<file path="src/rtl/rxmbx_pkg.sv">
package rxmbx_pkg;
  // Bit positions of the flag vector seen by the processor.
  localparam int FLG_DTUP = 0;
  localparam int FLG_XREQ = 1;
  localparam int FLG_INH  = 2;
  localparam int FLG_IRQ  = 3;
  localparam int FLG_OVW  = 4;
  localparam int FLG_W    = 5;
endpackage

</file>
<file path="src/rtl/rxmbx_shadow.sv">
module rxmbx_shadow #(
  parameter int ID_W   = 29,
  parameter int NBYTES = 8,
  parameter int LEN_W  = 4,
  localparam int DATA_W = 8 * NBYTES
) (
  input  logic              clk,
  input  logic              rst_n,
  input  logic              soft_rst,
  input  logic              wr_en,
  input  logic [ID_W-1:0]   wr_id,
  input  logic [LEN_W-1:0]  wr_len,
  input  logic [DATA_W-1:0] wr_data,
  input  logic              xfer_go,
  output logic              full,
  output logic              ovw,
  output logic [ID_W-1:0]   sh_id,
  output logic [LEN_W-1:0]  sh_len,
  output logic [DATA_W-1:0] sh_data
);
  // Length above the mailbox capacity is clamped to the capacity.
  function automatic logic [LEN_W-1:0] clamp_len(input logic [LEN_W-1:0] l);
    if (l > LEN_W'(NBYTES)) return LEN_W'(NBYTES);
    return l;
  endfunction

  // Zero every byte whose index is at or above the stored length.
  function automatic logic [DATA_W-1:0] mask_bytes(input logic [DATA_W-1:0] d,
                                                   input logic [LEN_W-1:0]  l);
    logic [DATA_W-1:0] r;
    r = d;
    for (int b = 0; b < NBYTES; b++) begin
      if (LEN_W'(b) >= l) r[8*b +: 8] = 8'h00;
    end
    return r;
  endfunction

  logic [LEN_W-1:0] len_c;
  logic             refill_while_full;

  assign len_c             = clamp_len(wr_len);
  assign refill_while_full = wr_en && full && !xfer_go;

  always_ff @(posedge clk or negedge rst_n) begin
    if (!rst_n) begin
      full    <= 1'b0;
      ovw     <= 1'b0;
      sh_id   <= '0;
      sh_len  <= '0;
      sh_data <= '0;
    end else if (soft_rst) begin
      full <= 1'b0;
      ovw  <= 1'b0;
    end else begin
      if (wr_en) begin
        full    <= 1'b1;
        sh_id   <= wr_id;
        sh_len  <= len_c;
        sh_data <= mask_bytes(wr_data, len_c);
      end else if (xfer_go) begin
        full <= 1'b0;
      end
      if (xfer_go)                ovw <= 1'b0;
      else if (refill_while_full) ovw <= 1'b1;
    end
  end


  shadow_overwrite_chk: assert property (@(posedge clk) disable iff (!rst_n)
    (wr_en && full && !xfer_go && !soft_rst) |=> ovw);


  transfer_empties_chk: assert property (@(posedge clk) disable iff (!rst_n)
    (xfer_go && !wr_en) |=> (!full && !ovw));


  transfer_refill_chk: assert property (@(posedge clk) disable iff (!rst_n)
    (xfer_go && wr_en && !soft_rst) |=> (full && !ovw));
endmodule

</file>
<file path="src/rtl/rxmbx_flags.sv">
module rxmbx_flags (
  input  logic clk,
  input  logic rst_n,
  input  logic soft_rst,
  input  logic xfer_go,
  input  logic irq_en,
  input  logic remote_req,
  input  logic clr_dtup,
  input  logic clr_xreq,
  input  logic clr_irq,
  output logic dtup,
  output logic xreq,
  output logic irq
);
  always_ff @(posedge clk or negedge rst_n) begin
    if (!rst_n) begin
      dtup <= 1'b0;
      xreq <= 1'b0;
      irq  <= 1'b0;
    end else if (soft_rst) begin
      dtup <= 1'b0;
      xreq <= 1'b0;
      irq  <= 1'b0;
    end else begin
      if (xfer_go)       dtup <= 1'b1;
      else if (clr_dtup) dtup <= 1'b0;
      if (remote_req)    xreq <= 1'b1;
      else if (clr_xreq) xreq <= 1'b0;
      if (xfer_go && irq_en) irq <= 1'b1;
      else if (clr_irq)      irq <= 1'b0;
    end
  end


  dtup_fall_cause_chk: assert property (@(posedge clk) disable iff (!rst_n)
    $fell(dtup) |-> $past(clr_dtup || soft_rst));


  xreq_set_chk: assert property (@(posedge clk) disable iff (!rst_n)
    (remote_req && !soft_rst) |=> xreq);


  irq_raise_chk: assert property (@(posedge clk) disable iff (!rst_n)
    (xfer_go && irq_en) |=> irq);
endmodule

</file>
<file path="src/rtl/rxmbx_store.sv">
module rxmbx_store #(
  parameter int ID_W   = 29,
  parameter int NBYTES = 8,
  parameter int LEN_W  = 4,
  localparam int DATA_W = 8 * NBYTES
) (
  input  logic              clk,
  input  logic              rst_n,
  input  logic              load,
  input  logic [ID_W-1:0]   in_id,
  input  logic [LEN_W-1:0]  in_len,
  input  logic [DATA_W-1:0] in_data,
  output logic [ID_W-1:0]   mb_id,
  output logic [LEN_W-1:0]  mb_len,
  output logic [DATA_W-1:0] mb_data
);
  always_ff @(posedge clk or negedge rst_n) begin
    if (!rst_n) begin
      mb_id   <= '0;
      mb_len  <= '0;
      mb_data <= '0;
    end else if (load) begin
      mb_id   <= in_id;
      mb_len  <= in_len;
      mb_data <= in_data;
    end
  end
endmodule

</file>
<file path="src/rtl/rx_shadow_mailbox.sv">
module rx_shadow_mailbox #(
  parameter int ID_W   = 29,
  parameter int NBYTES = 8,
  localparam int LEN_W  = $clog2(NBYTES + 1),
  localparam int DATA_W = 8 * NBYTES
) (
  input  logic              clk,
  input  logic              rst_n,
  input  logic              soft_rst,
  input  logic              irq_en,
  input  logic              msg_valid,
  input  logic [ID_W-1:0]   msg_id,
  input  logic [LEN_W-1:0]  msg_len,
  input  logic [DATA_W-1:0] msg_data,
  input  logic              remote_req,
  input  logic              flag_wr,
  input  logic [4:0]        flag_wdata,
  output logic [4:0]        flags_rd,
  output logic [ID_W-1:0]   mb_id,
  output logic [LEN_W-1:0]  mb_len,
  output logic [DATA_W-1:0] mb_data
);
  import rxmbx_pkg::*;

  logic              sh_full, sh_ovw;
  logic [ID_W-1:0]   sh_id;
  logic [LEN_W-1:0]  sh_len;
  logic [DATA_W-1:0] sh_data;
  logic              dtup, xreq, irq;
  logic              xfer_go;
  logic              clr_dtup, clr_xreq, clr_irq;
  logic              unused_wr_bits;

  // A written 0 clears; the inhibit and overwrite positions are discarded.
  assign clr_dtup       = flag_wr && !flag_wdata[FLG_DTUP];
  assign clr_xreq       = flag_wr && !flag_wdata[FLG_XREQ];
  assign clr_irq        = flag_wr && !flag_wdata[FLG_IRQ];
  assign unused_wr_bits = flag_wdata[FLG_INH] ^ flag_wdata[FLG_OVW];

  // Mailbox released by the processor and a message waiting.
  assign xfer_go = sh_full && !dtup && !xreq && !soft_rst;

  rxmbx_shadow #(.ID_W(ID_W), .NBYTES(NBYTES), .LEN_W(LEN_W)) u_shadow (
    .clk(clk), .rst_n(rst_n), .soft_rst(soft_rst),
    .wr_en(msg_valid), .wr_id(msg_id), .wr_len(msg_len), .wr_data(msg_data),
    .xfer_go(xfer_go), .full(sh_full), .ovw(sh_ovw),
    .sh_id(sh_id), .sh_len(sh_len), .sh_data(sh_data)
  );

  rxmbx_flags u_flags (
    .clk(clk), .rst_n(rst_n), .soft_rst(soft_rst), .xfer_go(xfer_go),
    .irq_en(irq_en), .remote_req(remote_req),
    .clr_dtup(clr_dtup), .clr_xreq(clr_xreq), .clr_irq(clr_irq),
    .dtup(dtup), .xreq(xreq), .irq(irq)
  );

  rxmbx_store #(.ID_W(ID_W), .NBYTES(NBYTES), .LEN_W(LEN_W)) u_store (
    .clk(clk), .rst_n(rst_n), .load(xfer_go),
    .in_id(sh_id), .in_len(sh_len), .in_data(sh_data),
    .mb_id(mb_id), .mb_len(mb_len), .mb_data(mb_data)
  );

  always_comb begin
    flags_rd           = '0;
    flags_rd[FLG_DTUP] = dtup;
    flags_rd[FLG_XREQ] = xreq;
    flags_rd[FLG_IRQ]  = irq;
    flags_rd[FLG_OVW]  = sh_ovw;
  end


  held_mailbox_chk: assert property (@(posedge clk) disable iff (!rst_n)
    (dtup || xreq) |=> ($stable(mb_id) && $stable(mb_len) && $stable(mb_data)));


  transfer_load_chk: assert property (@(posedge clk) disable iff (!rst_n)
    xfer_go |=> (dtup && mb_id == $past(sh_id) && mb_data == $past(sh_data)));
endmodule

</file>
<file path="config.mk">
export PLATFORM = sky130hd
export DESIGN_NAME = rx_shadow_mailbox
export DESIGN_NICKNAME = d
export VERILOG_FILES = /design/src/rtl/rxmbx_pkg.sv /design/src/rtl/rxmbx_shadow.sv /design/src/rtl/rxmbx_flags.sv /design/src/rtl/rxmbx_store.sv /design/src/rtl/rx_shadow_mailbox.sv
export SDC_FILE = /design/constraint.sdc
export NUM_CORES = 1
export LEC_CHECK = 0
export ABC_AREA = 1
export BUFFER_PORTS_ARGS = -buffer_cell sky130_fd_sc_hd__buf_2
export CELL_PAD_IN_SITES_DETAIL_PLACEMENT = 1
export CELL_PAD_IN_SITES_GLOBAL_PLACEMENT = 1
export CORE_MARGIN = 4
export CORE_UTILIZATION = 25
export DETAILED_ROUTE_END_ITERATION = 8
export PLACE_DENSITY_LB_ADDON = 0.25
export SLEW_MARGIN = 20
export SYNTH_ARGS = -nofsm -noshare
export SYNTH_HDL_FRONTEND = slang
export SYNTH_HIERARCHICAL = 1
export SYNTH_SLANG_ARGS = --single-unit
</file>
<file path="constraint.sdc">
create_clock -name clk -period 3 [get_ports clk]
set_clock_uncertainty 0.15 [all_clocks]
set_input_delay 0.15 -clock clk [delete_from_list [all_inputs] [get_ports clk]]
set_output_delay 0.15 -clock clk [all_outputs]
set_load 0.01 [all_outputs]
</file>
# [Word-level counts from Yosys, hierarchy flattened]
# Index checks and enable logic that the tools add are counted.
[word_totals] elab_cells=69 output_inout_bits=102 reg_bits=199 inputBits=109 ramBits=0 romBits=0 latch_bits=0 mem_count=0
[op_classes] n_div=0 n_bitwise=1 add_sub_neg=0 n_reduce_logical=22 eq_ne=0 n_lt_le_gt_ge=9 mul=0 shifts=0 mux=26
[op_table] cell="2-to-1 mux 8 bit" count=8
[op_table] cell=">= comparator 3 x 4 -> 1 bit (first input constant)" count=4
[op_table] cell="2-to-1 mux 1 bit" count=16
[op_table] cell="nonzero test 3 bit" count=5
[op_table] cell="logical AND 1 bit" count=9
[op_table] cell=">= comparator 1 x 4 -> 1 bit (first input constant)" count=2
[op_table] cell=">= comparator 2 x 4 -> 1 bit (first input constant)" count=2
[op_table] cell="2-to-1 mux 4 bit" count=2
[op_table] cell="zero test 1 bit" count=7
[op_table] cell="> comparator 4 bit (second input constant)" count=1
[op_table] cell="AND reduction 2 bit" count=1
[op_table] cell="NOT 1 bit" count=1

# [Depth between registers and ports, before layout]
# Gate-level depths: netlist of run 1.
[depth] ltp_word=9 depth_mapped=9 ltp_nobuf=6

# [Hierarchy]
# The synthesis of run 1 kept the hierarchy.
[by_module_without_submodules] mod="rxmbx_shadow" cells_each=481 area_per_inst_um2=4078.9 seq_area_each_um2=2477.4 n_inst=1
[by_module_without_submodules] mod="rxmbx_store" cells_each=410 area_per_inst_um2=3668.5 seq_area_each_um2=2427.3 n_inst=1
[by_module_without_submodules] mod="rxmbx_flags" cells_each=15 area_per_inst_um2=127.6 seq_area_each_um2=75.1 n_inst=1
[by_module_without_submodules] mod="rx_shadow_mailbox" cells_each=16 area_per_inst_um2=78.8 seq_area_each_um2=0.0 n_inst=1

# [Worst setup path after synthesis of run 1]
# Ideal clock, no wire load.
[synth_path] path_kind="register to register" startpoint="register u_flags.dtup" endpoint="register u_store.mb_id[0]" required_ns=2.733 setup_ns=0.117 period_less_slack_ns=1.457 t_arrival_ns=1.191 n_path_buf=3 slack_ns=1.543 stages_incl_launch_ff=10 path_cell_list="dfrtp_1 inv_1 nand2_1 nor2_1 buf_4 inv_4 buf_6 buf_6 nand2_1 nand2_1"
[synth_between] elab_chain_len=4
[synth_lines] element="start, declared" line_no="rxmbx_flags.sv:11" source="output logic dtup,"
[synth_lines] element="start signal, assigned" line_no="rxmbx_flags.sv:17" source="dtup <= 1'b0;"
[synth_lines] element="start signal, assigned" line_no="rxmbx_flags.sv:21" source="dtup <= 1'b0;"
[synth_lines] element="start signal, assigned" line_no="rxmbx_flags.sv:25" source="if (xfer_go) dtup <= 1'b1;"
[synth_lines] element="zero test 1 bit" line_no="rx_shadow_mailbox.sv:41" source="assign xfer_go = sh_full && !dtup && !xreq && !soft_rst;"
[synth_lines] element="logical AND 1 bit (3 in a row)" line_no="rx_shadow_mailbox.sv:41"
[synth_lines] element="named net xfer_go" line_no="rx_shadow_mailbox.sv:30" source="logic xfer_go;"
[synth_lines] element="end signal, assigned" line_no="rxmbx_store.sv:23" source="mb_id <= in_id;"
[synth_lines] element="end, declared" line_no="rxmbx_store.sv:13" source="output logic [ID_W-1:0] mb_id,"
# The timed path passes the listed nets, and every way through them passes these cells.
# A chain may end at the register's enable or synchronous reset.

# [Final worst setup path of run 1]
[layout_path] startpoint="register u_flags.dtup" endpoint="register u_flags.irq"
[layout_between] elab_chain_len=7 elab_cells_between_ends=8 cone_classes="2 x mux; 6 x reduce/logical"
[layout_lines] element="zero test 1 bit (*)" line_no="rx_shadow_mailbox.sv:41"
[layout_lines] element="logical AND 1 bit (*) (3 in a row)" line_no="rx_shadow_mailbox.sv:41"
[layout_lines] element="named net xfer_go" line_no="rx_shadow_mailbox.sv:30"
[layout_lines] element="logical AND 1 bit (*)" line_no="rxmbx_flags.sv:29" source="if (xfer_go && irq_en) irq <= 1'b1;"
[layout_lines] element="2-to-1 mux 1 bit" line_no="rxmbx_flags.sv:29"
[layout_lines] element="2-to-1 mux 1 bit" line_no="rxmbx_flags.sv:20" source="end else if (soft_rst) begin"
[layout_lines] element="end signal, assigned" line_no="rxmbx_flags.sv:19" source="irq <= 1'b0;"
[layout_lines] element="end signal, assigned" line_no="rxmbx_flags.sv:29"
[layout_lines] element="end signal, assigned" line_no="rxmbx_flags.sv:30" source="else if (clr_irq) irq <= 1'b0;"
[layout_lines] element="end, declared" line_no="rxmbx_flags.sv:13" source="output logic irq"
# Mark *: on every way through the listed nets, which the timed path passes. The rest lies on a longest branch.

==> flow_results.org, run 1 <==
** Run status
- Outcome :: finished, final reports clean

** Timing
- Final setup violation count :: 0
- For the pin with the worst max-slew slack, the measured transition is between 0.6 and 0.7 ns.
- Fmax :: 463 MHz
- The routed design could run at a clock period as short as 2.16 ns.
- Unrepaired setup endpoints after global routing :: false
- The count of final hold-check violations came to 0.
- Portion of the clock cycle consumed by the worst path in the final layout :: 72.0%
- Max-slew violation total from the final report :: 0
- Final total negative setup slack :: 0 ns
- The worst pin sits at a relative slew slack of 56.3%.

** Worst setup path
- The worst register-to-register path begins at u_flags/dtup.
- Data on the critical path arrives at its endpoint at 2.39 ns.
- For flop-to-flop paths, the worst setup slack is between 0.8 and 0.9 ns.
- Worst path required time :: 3.23 ns
- Critical path start-end classification :: reg -> reg
- The worst setup path is captured at a flip-flop.
- Endpoint of the most critical register-to-register path :: u_flags/irq
- Worst reg2reg path depth :: 7
- Crit start category :: flip-flop
- Highest fanout seen on the critical path :: 100

** Route
- After the first detailed-routing iteration, the DRC count stood at 287.
- Residual antenna-violating net count after detailed routing :: 0
- First drt pass iteration count :: 4
- DRC Markers :: 0
- In the routed layout, each cell is associated on average with a via count of 4.16.
- Detailed-route wire length per cell :: approximately 15 µm
- Routed via count :: 6797
- Final Routed Wirelength :: 24400 µm

** Finish
- The finished layout holds 1635 standard cells, fillers aside.
- At the end of the flow, the number of nets in the layout was 1329.
- Share of post-route cells with drive strength above 1 :: 21.2%
- Post-Layout Inst Area :: 11000 µm²
- The number of antenna diodes in the final layout is 0.
- Area overhead of the layout relative to synthesis :: 38.6%

** CTS
- The clock tree synthesis step divided the H-tree into 4 levels.
- Clock tree from TritonCTS :: yes
- Clk_lat worst skew :: 0.44 ns
- # clock sinks :: around 200
- Clock Pin Slew Worst Setup and Hold Paths :: 0.08 ns
- TritonCTS buffer count :: 17
- The tree is rooted in a clkbuf_16.
- Maximum clock insertion buffer count :: 2
- Number of resized instances in the post-cts repair step :: 0

** Synthesis
- Count of cell types in the netlist :: 20
- Dominant cell by count in the synthesized netlist :: nand2_1
- Warnings from Yosys :: 6
- After synthesis the cells add up to 7950 µm².
- Number of enable-type register cells in the synthesized netlist :: 0
- Dominant cells by area after synthesis :: dfrtp_1 63%, nand2_1 26%, nand3_1 2.6%, inv_1 1.7%, buf_4 1.6%
- Flop and latch count out of synthesis :: 199
- Yosys top cell area share :: a little over three fifths
- Mapped Cells :: 922
- A synthesized cell averages around 8.6 µm².
- Sequential cell area fraction in the yosys report :: 62.6%
- Mapped Nets :: 1031
- Cell type with the highest aggregate area in the netlist :: dfrtp_1
- Synth Flop Type :: dfrtp_1
- The commonest cells after synthesis are 542 x nand2_1, 199 x dfrtp_1, 41 x nand3_1.
- Of all flip-flops after synthesis, the portion carrying an async set or reset was 100%.

** Power
- Power spread over the standard cell area amounts to 650 nW/µm².
- Total power for the finished layout comes to 0.00717 W.
- Max rail drop VDD :: approximately 0.00035 V
- Leakage component of the power :: 6.16 nW

** Global route
- Entering global routing, the biggest net connects 135 pins.
- The initial antenna violation count came to 1.
- Overall fraction of global-route tracks in use :: roughly 14%
- The total overflow left after global routing is 0.
- Vias in the first global route :: 7292
- Wire length of the first global-routing pass :: about 40000 µm

** Die
- Core Region :: 31500 µm²
- Die area :: 34700 µm²
- 211 I/O pins were placed.
- Row count :: 65
- For this configuration, the core starts out at a cell density of 25.3%.
- In this run the horizontal extent of the chip is 186 µm.
- Chip Height :: 186 µm

** Placement
- Including well taps, the total number of placed cells is 1492.
- Area after detailed placement :: 9320 µm²
- Gp weighted congestion :: roughly 0.71
- Port Buffers :: roughly 210
- HPWL after detailed placement :: 14800 µm

** Job
- Max-cap violations in this run came to 0.

** Worst hold path
- For hold timing, the worst endpoint is u_shadow/sh_data[60].
- Cells on Worst Hold Path :: 3
- Origin of the worst min-delay path :: msg_len[3]
- Type of the most critical hold path :: in -> reg
## registers in the layout (all words and copies together) (netlist names)
name              cells
u_shadow/sh_id       29
u_flags/irq           1
u_flags/xreq          1
u_shadow/sh_len       4
u_shadow/sh_data     64
u_store/mb_data      64
u_store/mb_id        29
u_shadow/full         1
u_flags/dtup          1
u_shadow/ovw          1
u_store/mb_len        4
## cells by family after synthesis
logic type,Yosys count,share of synthesized area (%)
AOI/OAI and AO/OA,16,1.20
and+or+nand+nor,619,30.2
other,1,0.0471
buffers and inverters,87,5.96
DFF,199,62.6
## what timing repair did
action	4_1_cts	5_1_grt
hold buffers	111	0
endpoints found under the hold margin	300	0
setup buffers	0	0
## stage by stage
step | utilization, % | setup WS [ns] | hold slack (ns)
after floorplan | - | 1.54 | -0.296
after global placement | 29.6 | 1.19 | -0.0213
after detailed placement | 29.6 | 1.16 | -0.0185
after CTS | 35.0 | 0.765 | 0.00853
after global routing | 35.0 | 0.644 | 0.0498
final | 35.0 | 0.839 | 0.0368
## power by group
group | internal [W] | switching, W
Clock | 0.00122 | 0.00113
Sequential | 0.00316 | 0.000255
Combinational | 0.000587 | 0.000823
## worst max-delay path: stages (launching register included)
cell and delay, ns:
dfrtp_1 0.40, inv_1 0.06, nand2_1 0.07, nor2_4 0.17, buf_12 0.42, nand2_1 0.13
a21oi_2 0.15, dlygate4sd3_1 0.54
## layout make-up
type                    count  area, µm²
clock buffers              19        453
clock inverters            13        135
fillers                  3729      20500
inverters                  39        154
multi-input cells         636       2510
flip-flops and latches    199       4980
well taps                 402        503
repair buffers            327       2290
## worst max path at each step
stage	start	endpoint	slack, ns	cells past startpoint
after floorplan	u_flags/dtup	u_store/mb_id[0]	1.54	9
after global placement	u_flags/dtup	u_store/mb_data[43]	1.19	7
after detailed placement	u_flags/dtup	u_store/mb_data[43]	1.16	7
after CTS	u_flags/dtup	u_flags/irq	0.76	7
after global routing	u_flags/dtup	u_flags/irq	0.64	7
final	u_flags/dtup	u_flags/irq	0.84	7
## metal layers
metal	vias to the layer above	track usage (%)	part of all wire (%)
li1	3360	-	-
met1	3266	19.1	47
met2	156	22.7	46
met3	13	4.70	6.3
met4	2	3.27	0.80
met5	-	0	0.082
## layout by cell type (no fill, tap or decap), types with 2 or more instances in the layout
| master | n |
|---|---|
| a21oi_1 | 2 |
| buf_12 | 5 |
| buf_2 | 206 |
| buf_4 | 4 |
| clkbuf_16 | 17 |
| clkbuf_8 | 3 |
| clkinvlp_4 | 6 |
| dfrtp_1 | 199 |
| dlygate4sd3_1 | 111 |
| inv_1 | 35 |
| inv_2 | 2 |
| inv_6 | 4 |
| inv_8 | 3 |
| nand2_1 | 542 |
| nand2_2 | 3 |
| nand3_1 | 41 |
| nor2_1 | 28 |
| nor2_4 | 2 |
| o21ai_0 | 12 |
Power figures use the tool's default switching activity.
==> run 2, diff against run 1 <==
- ABC_AREA: 1 -> 0
- clock period: 3 -> 1.9 ns (I/O delays scaled with it)
==> run 2 against run 1 <==
Core utilization rose by 1.5 points. Non-clock buffer count rose by 28. Highest routed layer is now met4. Via count fell by 18%. Wire length fell by 11%. First-iteration DRC count fell by 52%. Area after synthesis fell by 3.1%. Fmax rose by 18%. Critical path type unchanged.
==> flow_results.org, run 2 <==
** Run status
- Outcome :: finished, final reports clean

** Timing
- Derived from the worst setup path, the maximum achievable clock frequency is 545 MHz.
- The count of final hold-check violations came to 0.
- Fin worst setup slack :: 0.0660 ns
- The number of pins with negative max-slew slack in the final report came to 0.
- In this run the tightest slew margin relative to its limit is 62.4%.
- Minimum period implied by the final worst setup slack :: around 1.8 ns
- At the pin with the least slew margin, the transition time is 0.564 ns.
- Setup repair after global routing could not meet its margin everywhere.
- Portion of the clock cycle consumed by the worst path in the final layout :: just under 100%
- Final setup violation count :: 0

** Worst setup path
- Critical Path Sink Type :: flip-flop
- Among all stages on the critical path, the largest delay is contributed by dfrtp_1.
- The most critical setup path has its startpoint at u_flags/xreq.
- On the worst path, the slowest cell contributes a delay of 0.42 ns.
- Crit path buf inv count :: 2
- Reg2reg setup slack :: 0.07 ns
- Crit-path cells :: nor4b_4, buf_4, buf_12, mux2_2
- The worst setup path is of the reg -> reg kind.
- Data arrives at the worst endpoint at about 2.0 ns.
- In this design, the largest share of critical-path delay is due to buffers and inverters.
- Of all nets on the critical path, the largest fanout is 14.
- The worst register-to-register path begins at u_flags/xreq.
- At the worst endpoint, the required time is 2.07 ns.
- The critical path crosses 4 cells after its start point.
- Crit start category :: flip-flop
- Worst reg2reg path depth :: 4

** Global route
- The first global-routing pass estimated 34900 µm of wire.
- Entering global routing, the biggest net connects 61 pins.
- Vias in the first global route :: 6187
- Across every metal layer, demand over resource in global routing totals 13.3%.
- The initial antenna violation count is 0.
- Global-route congestion overflow total :: 0

** Finish
- Area of the multi-input gates :: 2470 µm²
- Register area :: 4980 µm²
- The filler cells instantiated in the layout total 3326.
- Commonest non-fill, non-tap cell in the layout :: buf_2
- Share of post-route cells with drive strength above 1 :: 40.7%
- Final antenna diode count :: 0
- For this run, the post-layout net count is 1024.
- Excluding fillers, the count of instances in the completed layout stands at 1324.
- Post-Layout Inst Area :: 11100 µm²
- In the layout the commonest cells are 206 x buf_2, 199 x dfrtp_1, 143 x nand2_1.
- Largest registers :: u_shadow/sh_data: 64 flops, u_store/mb_data: 64 flops
- The area growth from synthesis to layout is 44.4%.

** Synthesis
- In the synthesized netlist the async set-or-reset flop fraction comes to 100%.
- By area the synthesized netlist is led by dfrtp_1 65%, mux2_2 9.8%, nand2_1 7.0%, mux2_4 5.8%, a22o_1 4.5%.
- dfrtp_1 takes more of the synthesized area than any other cell.
- Mapped Nets :: 686
- Dominant cell by count in the synthesized netlist :: dfrtp_1
- The commonest cells after synthesis are 199 x dfrtp_1, 143 x nand2_1, 67 x mux2_2.
- For this run, the leading register cell type out of synthesis is dfrtp_1.
- Post-Synthesis Mean Instance Area :: 13.4 µm²
- Counting distinct cell types in the post-synthesis netlist gives 24.
- In this run the cell area of the synthesized design comes to 7710 µm².
- Yosys mapped a number of flops with a built-in enable equal to 0.
- Flop and latch count out of synthesis :: between 150 and 200
- Sequential cell area fraction in the yosys report :: 64.6%
- Synthesis produced a netlist whose cell count is 577.
- Warnings from Yosys :: 6
- Yosys top cell area share :: 64.6%

** Power
- Sequential Power Share :: 46.3%
- Combinational logic is responsible for about 22% of the overall power.
- Summing internal, switching and leakage power gives 0.0119 W.
- In this run the power density over the cells is 1070 nW/µm².
- Internal Pwr Total :: 0.00854 W
- Net switching is 28.5% of the power.
- The analysis attributes to net switching a power of 0.00341 W.
- For this design the static power due to leakage is between 5 and 6 nW.
- Of the total power, the clock network draws 31.9%.
- Max rail drop VDD :: 0.000590 V

** Route
- Residual antenna-violating net count after detailed routing :: 0
- After the first detailed-routing iteration, the DRC count stood at 139.
- Summed over all layers, the routed wires come to ~22000 µm.
- Before antenna repair, the detailed router went through 4 iterations.
- Across all layers, the routed design uses 5575 vias.
- Detailed-route wire length per cell :: 16.5 µm
- Average via count per standard cell :: 4.21
- In the routed design, unresolved DRC markers number 0.

** Placement
- HPWL after detailed placement :: 14600 µm
- Gp weighted congestion :: 0.705
- Area after detailed placement :: about 9400 µm²
- Port Buffers :: 207
- Post-placement cell count :: 1176
- Worst slack at placement :: 0.0449 ns

** Worst hold path
- In this run the worst hold path is classified as in -> reg.
- Cells on Worst Hold Path :: 4
- In this run the most critical hold path is launched from msg_len[3].

** Die
- The die covers 33700 µm².
- The floorplan step set the die height to 184 µm.
- For this design the top-level I/O count stands at 211.
- The initial utilization of the core area, before any placement, comes to 25.3%.
- The die is 184 µm wide.
- Row generation in the floorplan step produced 64 rows.
- The region available for standard cell placement spans 30500 µm².

** Job
- Max-cap violations :: 0

** CTS
- Clock tree from TritonCTS :: yes
- Number of levels in the clock H-tree :: 4
- Buffers added to address setup during post-CTS repair amount to 0.
- Maximum clock insertion buffer count :: 2
- Clock Pin Slew Worst Setup and Hold Paths :: around 0.08 ns
- Clk_lat worst skew :: 0.44 ns
- # clock sinks :: 199
- TritonCTS buffer count :: 17
- Cell chosen for the clock root :: clkbuf_16
- Once the clock tree was built, the resizer swapped 0 gates to a different size.
run 2: changes by cell type in the layout (fill, tap and decap cells not counted), sizes merged, moves of 6 or more:
cell / previous run / this run
a22o: 0 / 40
nand3: 42 / 8
o21ai: 12 / 3
nand2: 546 / 143
nor2: 31 / 6
buf: 215 / 238
inv: 45 / 13
clkinvlp: 6 / 0
a21oi: 4 / 24
mux2: 0 / 97
nand2b: 0 / 7
run 2: path summary, 6_finish.rpt:
path,to
min,u_shadow/sh_len[3]
min reg2reg,u_shadow/sh_data[62]
max,u_store/mb_data[7]
min in group asynchronous,u_shadow/sh_id[0]
max reg2reg,u_store/mb_data[7]
max in group asynchronous,u_store/mb_data[16]
run 2: worst reg2reg max path: stages (launching register included):
cell and delay (ns):
dfrtp_1 0.42, nor4b_4 0.32, buf_4 0.27, buf_12 0.20, mux2_2 0.36
run 2: layout make-up:
type	instances	area share [%]
flip-flops and latches	199	44.7
clock buffers	18	3.95
inverters	3	0.101
repair buffers	355	23.0
well taps	396	4.45
multi-input cells	339	22.2
clock inverters	14	1.58
run 2: per-layer routing:
| metal | up-vias | share of wire, % | track usage, % |
|---|---|---|---|
| met2 | 130 | 49 | 21.9 |
| met5 | - | 0 | 0 |
| met4 | 0 | 0.98 | 3.16 |
| met1 | 2803 | 44 | 16.9 |
| met3 | 12 | 6.2 | 4.49 |
| li1 | 2630 | - | - |
run 2: power groups by stage:
stage | Sequential [W] | Clock [W] | Combinational [W]
finish | 0.00554 | 0.00382 | 0.00259
global route | 0.00566 | 0.00420 | 0.00284
floorplan | 0.00583 | 0 | 0.00102
CTS | 0.00555 | 0.00399 | 0.00265
global placement | 0.00560 | 0 | 0.00242
detailed placement | 0.00563 | 0 | 0.00246
run 2: repair_timing:
action | 4_1_cts | 5_1_grt
hold buffers | 116 | 0
endpoints found under the setup margin | 0 | 52
hold endpoints to repair | 300 | 0
run 2: per-stage QoR:
stage,utilization (%),hold WS [ns],TNS (ns)
2_1_floorplan,-,-0.351,0
3_3_place_gp,30.7,-0.00958,0
3_5_place_dp,30.7,-0.0110,0
4_1_cts,36.5,0.00698,0
5_1_grt,36.5,0.0398,-0.815
6_report,36.5,0.0287,0
run 2: kinds of logic (layout without fill, tap and decap cells):
family | after synthesis | count (layout) | synth area share, %
AOI/OAI and AO/OA | 69 | 69 | 6.84
and+or+nand+nor | 172 | 172 | 9.22
DFF | 199 | 199 | 64.6
buffers and inverters | 39 | 390 | 3.64
muxes | 97 | 97 | 15.6
other | 1 | 1 | 0.0487
